<file path="config.mk">
export PLATFORM = sky130hd
export DESIGN_NAME = regmod_log
export DESIGN_NICKNAME = d
export VERILOG_FILES = /design/src/rtl/regmod_pkg.sv /design/src/rtl/regmod_step_calc.sv /design/src/rtl/regmod_seq_expand.sv /design/src/rtl/regmod_log_core.sv /design/src/rtl/regmod_addr_reg.sv /design/src/rtl/regmod_log.sv
export SDC_FILE = /design/constraint.sdc
export NUM_CORES = 1
export LEC_CHECK = 0
export BUFFER_PORTS_ARGS = -buffer_cell sky130_fd_sc_hd__buf_4
export CAP_MARGIN = 20
export CORE_MARGIN = 2
export CORE_UTILIZATION = 44
export CTS_CLUSTER_DIAMETER = 60
export DETAILED_ROUTE_END_ITERATION = 8
export PLACE_DENSITY = 0.8
export SKIP_LAST_GASP = 1
export SLEW_MARGIN = 20
export SYNTH_ARGS = -nofsm -noshare
export SYNTH_HDL_FRONTEND = slang
export SYNTH_SLANG_ARGS = --single-unit
</file>
<file path="constraint.sdc">
create_clock -name clk -period 1.25 [get_ports clk]
set_input_delay 0.1875 -clock clk [delete_from_list [all_inputs] [get_ports clk]]
set_output_delay 0.1875 -clock clk [all_outputs]
set_load 0.01 [all_outputs]
</file>
<file path="src/rtl/regmod_pkg.sv">
package regmod_pkg;

    localparam int LOG_W       = 16;
    localparam int REG_W       = 3;
    localparam int DELTA_W     = 5;
    localparam int MODE_W      = 3;
    localparam int ENTRY_W     = REG_W + DELTA_W;
    localparam int NUM_ENTRIES = LOG_W / ENTRY_W;

    typedef struct packed {
        logic [DELTA_W-1:0] delta;
        logic [REG_W-1:0]   regno;
    } entry_t;

    typedef enum logic [1:0] {
        SQ_FROM_PREV = 2'd0,
        SQ_TO_PREV   = 2'd1,
        SQ_EMU_TRAP  = 2'd2,
        SQ_SW_TRAP   = 2'd3
    } seq_op_e;

    function automatic logic [DELTA_W-1:0] signed_step(input logic neg, input logic wide);
        logic [DELTA_W-1:0] mag;
        mag = wide ? DELTA_W'(2) : DELTA_W'(1);
        return neg ? (~mag + DELTA_W'(1)) : mag;
    endfunction

endpackage

</file>
<file path="src/rtl/regmod_step_calc.sv">
module regmod_step_calc
    import regmod_pkg::*;
#(
    parameter int SP_REG = 6
) (
    input  logic              valid,
    input  logic [MODE_W-1:0] mode,
    input  logic [REG_W-1:0]  regno,
    input  logic              is_byte,
    output logic              ent_vld,
    output entry_t            ent
);
    localparam logic [MODE_W-1:0] FIRST_LOGGED = MODE_W'(2);
    localparam logic [MODE_W-1:0] DEC_A        = MODE_W'(4);
    localparam logic [MODE_W-1:0] DEC_B        = MODE_W'(5);
    localparam logic [MODE_W-1:0] INDEX_FIRST  = MODE_W'(6);

    logic neg;
    logic wide;

    always_comb begin
        neg       = (mode == DEC_A) || (mode == DEC_B);
        wide      = !is_byte || (regno >= REG_W'(SP_REG)) || (mode >= INDEX_FIRST);
        ent_vld   = valid && (mode >= FIRST_LOGGED);
        ent.regno = regno;
        ent.delta = signed_step(neg, wide);
    end
endmodule

</file>
<file path="src/rtl/regmod_seq_expand.sv">
module regmod_seq_expand
    import regmod_pkg::*;
#(
    parameter int ADDR_W   = 16,
    parameter int SP_REG   = 6,
    parameter int EMT_VEC  = 'o30,
    parameter int TRAP_VEC = 'o34
) (
    input  logic              valid,
    input  logic [1:0]        op,
    output logic [1:0]        ent_vld,
    output entry_t            ent,
    output logic              vec_load,
    output logic [ADDR_W-1:0] vec
);
    seq_op_e op_e;

    always_comb begin
        op_e      = seq_op_e'(op);
        ent_vld   = 2'b00;
        vec_load  = 1'b0;
        vec       = ADDR_W'(EMT_VEC);
        ent.regno = REG_W'(SP_REG);
        ent.delta = signed_step(1'b1, 1'b1);
        if (valid) begin
            unique case (op_e)
                SQ_FROM_PREV: ent_vld = 2'b01;
                SQ_TO_PREV: begin
                    ent_vld   = 2'b01;
                    ent.delta = signed_step(1'b0, 1'b1);
                end
                SQ_EMU_TRAP: begin
                    ent_vld  = 2'b11;
                    vec_load = 1'b1;
                end
                SQ_SW_TRAP: begin
                    ent_vld  = 2'b11;
                    vec_load = 1'b1;
                    vec      = ADDR_W'(TRAP_VEC);
                end
                default: ent_vld = 2'b00;
            endcase
        end
    end
endmodule

</file>
<file path="src/rtl/regmod_log_core.sv">
module regmod_log_core
    import regmod_pkg::*;
#(
    parameter int NSLOT = 4
) (
    input  logic                    clk,
    input  logic                    rst_n,
    input  logic                    hold,
    input  logic                    clr,
    input  logic [NSLOT-1:0]        slot_vld,
    input  entry_t [NSLOT-1:0]      slot_ent,
    output logic [LOG_W-1:0]        log_q
);
    localparam int KEEP_W = LOG_W - ENTRY_W;

    typedef struct packed {
        logic [LOG_W-1:0] log;
    } core_state_t;

    core_state_t st_d, st_q;

    always_comb begin
        st_d = st_q;
        if (!hold) begin
            if (clr) begin
                st_d.log = '0;
            end
            for (int i = 0; i < NSLOT; i++) begin
                if (slot_vld[i]) begin
                    st_d.log = {st_d.log[KEEP_W-1:0], slot_ent[i]};
                end
            end
        end
    end

    always_ff @(posedge clk or negedge rst_n) begin
        if (!rst_n) begin
            st_q <= '0;
        end else begin
            st_q <= st_d;
        end
    end

    assign log_q = st_q.log;
endmodule

</file>
<file path="src/rtl/regmod_addr_reg.sv">
module regmod_addr_reg #(
    parameter int ADDR_W = 16
) (
    input  logic              clk,
    input  logic              rst_n,
    input  logic              load_pc,
    input  logic [ADDR_W-1:0] pc,
    input  logic              load_vec,
    input  logic [ADDR_W-1:0] vec,
    output logic [ADDR_W-1:0] addr_q
);
    typedef struct packed {
        logic [ADDR_W-1:0] addr;
    } addr_state_t;

    addr_state_t st_d, st_q;

    always_comb begin
        st_d = st_q;
        if (load_pc) begin
            st_d.addr = pc;
        end
        if (load_vec) begin
            st_d.addr = vec;
        end
    end

    always_ff @(posedge clk or negedge rst_n) begin
        if (!rst_n) begin
            st_q <= '0;
        end else begin
            st_q <= st_d;
        end
    end

    assign addr_q = st_q.addr;
endmodule

</file>
<file path="src/rtl/regmod_log.sv">
module regmod_log
    import regmod_pkg::*;
#(
    parameter int ADDR_W   = 16,
    parameter int FLAG_W   = 3,
    parameter int SP_REG   = 6,
    parameter int EMT_VEC  = 'o30,
    parameter int TRAP_VEC = 'o34
) (
    input  logic              clk,
    input  logic              rst_n,
    input  logic              insn_start,
    input  logic [ADDR_W-1:0] insn_pc,
    input  logic              src_valid,
    input  logic [MODE_W-1:0] src_mode,
    input  logic [REG_W-1:0]  src_reg,
    input  logic              dst_valid,
    input  logic [MODE_W-1:0] dst_mode,
    input  logic [REG_W-1:0]  dst_reg,
    input  logic              op_byte,
    input  logic              sq_valid,
    input  logic [1:0]        sq_op,
    input  logic [FLAG_W-1:0] abort_flags,
    output logic [LOG_W-1:0]  log_out,
    output logic [ADDR_W-1:0] addr_out
);
    localparam int NOPER = 2;
    localparam int NSEQ  = 2;
    localparam int NSLOT = NOPER + NSEQ;

    logic                     frozen;
    logic [NOPER-1:0]         opr_valid;
    logic [NOPER-1:0][MODE_W-1:0] opr_mode;
    logic [NOPER-1:0][REG_W-1:0]  opr_reg;
    logic [NOPER-1:0]         opr_ent_vld;
    entry_t [NOPER-1:0]       opr_ent;
    logic [NSEQ-1:0]          seq_vld;
    entry_t                   seq_ent;
    logic                     seq_vec_load;
    logic [ADDR_W-1:0]        seq_vec;
    logic [NSLOT-1:0]         slot_vld;
    entry_t [NSLOT-1:0]       slot_ent;

    assign frozen       = |abort_flags;
    assign opr_valid    = {dst_valid, src_valid};
    assign opr_mode     = {dst_mode, src_mode};
    assign opr_reg      = {dst_reg, src_reg};

    for (genvar g = 0; g < NOPER; g++) begin : g_opr
        regmod_step_calc #(
            .SP_REG (SP_REG)
        ) u_step (
            .valid   (opr_valid[g]),
            .mode    (opr_mode[g]),
            .regno   (opr_reg[g]),
            .is_byte (op_byte),
            .ent_vld (opr_ent_vld[g]),
            .ent     (opr_ent[g])
        );
        assign slot_vld[g] = opr_ent_vld[g];
        assign slot_ent[g] = opr_ent[g];
    end

    regmod_seq_expand #(
        .ADDR_W   (ADDR_W),
        .SP_REG   (SP_REG),
        .EMT_VEC  (EMT_VEC),
        .TRAP_VEC (TRAP_VEC)
    ) u_seq (
        .valid    (sq_valid),
        .op       (sq_op),
        .ent_vld  (seq_vld),
        .ent      (seq_ent),
        .vec_load (seq_vec_load),
        .vec      (seq_vec)
    );

    for (genvar s = 0; s < NSEQ; s++) begin : g_seq
        assign slot_vld[NOPER+s] = seq_vld[s];
        assign slot_ent[NOPER+s] = seq_ent;
    end

    regmod_log_core #(
        .NSLOT (NSLOT)
    ) u_core (
        .clk      (clk),
        .rst_n    (rst_n),
        .hold     (frozen),
        .clr      (insn_start),
        .slot_vld (slot_vld),
        .slot_ent (slot_ent),
        .log_q    (log_out)
    );

    regmod_addr_reg #(
        .ADDR_W (ADDR_W)
    ) u_addr (
        .clk      (clk),
        .rst_n    (rst_n),
        .load_pc  (insn_start),
        .pc       (insn_pc),
        .load_vec (seq_vec_load && !frozen),
        .vec      (seq_vec),
        .addr_q   (addr_out)
    );
endmodule

</file>
==> flow_metrics.tcl <==
set metrics [dict create \
    synthArstFlopShare_pct 100 \
    ys_warn_count 0 \
    crit_fanout 3 \
    status "finished, final reports clean" \
    hold_viol 0 \
    p_leak_nw 1.33 \
    synth_edf_count 0 \
    num_vias 1857 \
    slew_headroom_pct 72.6 \
    place_congestion 0.883 \
    power_density_mw_per_mm2 1160 \
    syn_area_sq_mm 0.00183 \
    htree_levels 2 \
    syn-num-nets 229 \
    layout_common_cells "100 x buf_4, 32 x dfrtp_1, 22 x nor2_1" \
    drt-initial-drc-count 120 \
    rsz0062_at_grt "true" \
    grt_pass1_wl_mm 7.96 \
    overflow 0 \
    start_util_pct 45.7 \
    antenna_cells 0 \
    fin_cells 339 \
    reg2reg_slack_ps 10 \
    fin_ws_ps 11.8 \
    crit_arrival_ps 1410 \
    dp_worst_setup_slack_ps -234 \
    slowest_delay_ps 390 \
    crit_buf_inv 0 \
    fp-row-count 23 \
    routed_wl_mm 5.19 \
    worstRegToRegCells 4 \
    crit_chain "nor2b_4 > mux2i_4 > o31ai_2 > o32a_1" \
    clock_sinks 32 \
    cts_buffers 5 \
    clock_path_buffers 2 \
    critPathSlowestCell "dfrtp_1" \
    avgSynthCellArea_sq_um 9.67 \
    vias_per_cell 5.48 \
    hold_path.startpoint "sq_op[0]" \
    dieWidth_um 68.5 \
    cts_root_buffer "clkbuf_8" \
    clock-skew-final_ps 8.39 \
    drtAntennaViolNets 0 \
    core-area_sq_mm 0.00400 \
    die-area_sq_mm 0.00469 \
    worst_skew_pair.late_latency_ps 290 \
    crit_family "compound AO/OA/AOI/OAI gates" \
    clk_pin_slew_ps 70 \
    seq_area_frac_synth_pct 43.8 \
    finalSetupViolCount 0 \
    ys.flop_type "dfrtp_1" \
    maxSlewViolCount 0 \
    placedCellCount 329 \
    cts_tree "done" \
    crit_type "flip-flop to flip-flop" \
    grt_max_degree 33 \
    hold_end "u_addr.addr_q[2]" \
    cp.required_ps 1420 \
    grt_use_total_pct 23.4 \
    min_period_ps 1240 \
    dp_hpwl_mm 3.92 \
    antenna_found_initial 0 \
    syn_to_final_growth_pct 53.0 \
    syn_inst 189 \
    hold_depth 3 \
    io_pins 72 \
    die_h_um 68.5 \
    end_kind "flip-flop" \
    r2r-start "u_core.log_q[0]" \
    drive_gt1_share_pct 43.9 \
    whs_ps 107 \
    nNetsFinal 328 \
    drc 0 \
    reg2reg_to "u_core.log_q[8]" \
    yosysUniqueCellTypes 42 \
    fillCellCount 302 \
    worst_pin_slew_ps 411 \
    period_share_pct 99.1 \
    portBuffers 69 \
    crit_cells 4 \
    peakVddDrop_uv 729 \
    max_cap_violations 0 \
    max_freq_ghz 0.808 \
    start_kind "flip-flop" \
    first_global_vias 1763 \
    dr.pass1.iters 4 \
    synth-seq-cells 32 \
    worstHoldPathType "input pin to flip-flop" \
    avgRoutedWirePerCell_um 15.3 \
    final_common_cell "buf_4" \
]
[through the flow]
stage                     area [sq um]  total power, mW  TNS (ps)  util [%]
after floorplan                   1860             1.72      -108         -
after global placement            2630             2.23     -1420      65.8
after detailed placement          2630             2.25     -1610      65.8
after CTS                         2760             3.25     -43.6      69.1
after global routing              2800             3.41     -35.1      69.9
final                             2800             3.24         0      69.9
[worst max path at each step]
stage | start | end | slack [ps]
floorplan | dst_mode[1] | u_core.log_q[8] | -60
global placement | src_mode[1] | u_core.log_q[8] | -190
detailed placement | src_mode[1] | u_core.log_q[8] | -230
CTS | u_core.log_q[0] | u_core.log_q[8] | -40
global route | u_core.log_q[0] | u_core.log_q[8] | -30
finish | u_core.log_q[0] | u_core.log_q[8] | 10
[synthesized netlist by cell type (2+ instances only)]
cell	number	area share, %
dfrtp_1	32	44
nor2_1	23	4.7
mux2i_1	17	9.3
o21ai_0	17	4.7
nand2_1	13	2.7
a21oi_1	11	3.0
buf_2	9	2.5
nor2b_1	9	3.1
nand2b_1	6	2.1
a221oi_1	5	2.4
and2_1	4	1.4
a31oi_1	3	1.0
mux2_2	3	1.8
a211o_1	2	0.96
a22o_1	2	0.96
a32oi_1	2	0.96
nor3_1	2	0.55
nor3_2	2	1.1
o31a_1	2	0.96
o31ai_1	2	0.82
xor2_1	2	0.96
[metal layers]
layer	global-route usage, %	wire, um	vias to the layer above
met5	0	0	-
met3	6.25	419	13
met1	29.1	2180	869
met2	36.4	2460	88
met4	13.0	131	0
li1	-	-	887
[layout make-up]
| cell class | instances | area (sq um) | area share [%] |
|---|---|---|---|
| flip-flops and latches | 32 | 801 | 28.6 |
| well taps | 50 | 62.6 | 2.24 |
| repair buffers | 103 | 801 | 28.6 |
| clock buffers | 5 | 68.8 | 2.46 |
| multi-input cells | 144 | 1010 | 36.2 |
| clock inverters | 3 | 42.5 | 1.52 |
| inverters | 2 | 7.51 | 0.268 |
[cell families (layout without fill, tap and decap cells)]
family                    Yosys count  count (layout)  share of synthesized area, %
and+or+nand+nor                    65              65                          17.7
AOI/OAI and AO/OA                  57              57                          22.5
DFF                                32              32                          43.8
muxes                              20              20                          11.2
buffers and inverters              13             113                          3.90
xor gates and xnor gates            2               2                         0.958
[worst reg2reg max path, delay by kind of cell (launching register included)]
kind | cells | cell delay [ps]
and+or+nand+nor | 1 | 140
AOI/OAI and AO/OA | 2 | 430
DFF | 1 | 390
muxes | 1 | 170
[report_power, final]
group | internal (mW) | switching [mW]
sequential | 1.18 | 0.0965
combinational | 0.522 | 0.456
clock | 0.589 | 0.395
[registers in the layout, summed over array words and instances (netlist names)]
name,count
u_core.log_q,16
u_addr.addr_q,16
[repair_timing]
action	in CTS	in global routing
resized for setup	0	7
hold buffers	1	0
buffers inserted	1	1
endpoints found under the setup margin	1	5
hold endpoints to repair	32	0
pin swaps	2	3
(Power assumes the default switching activity.)
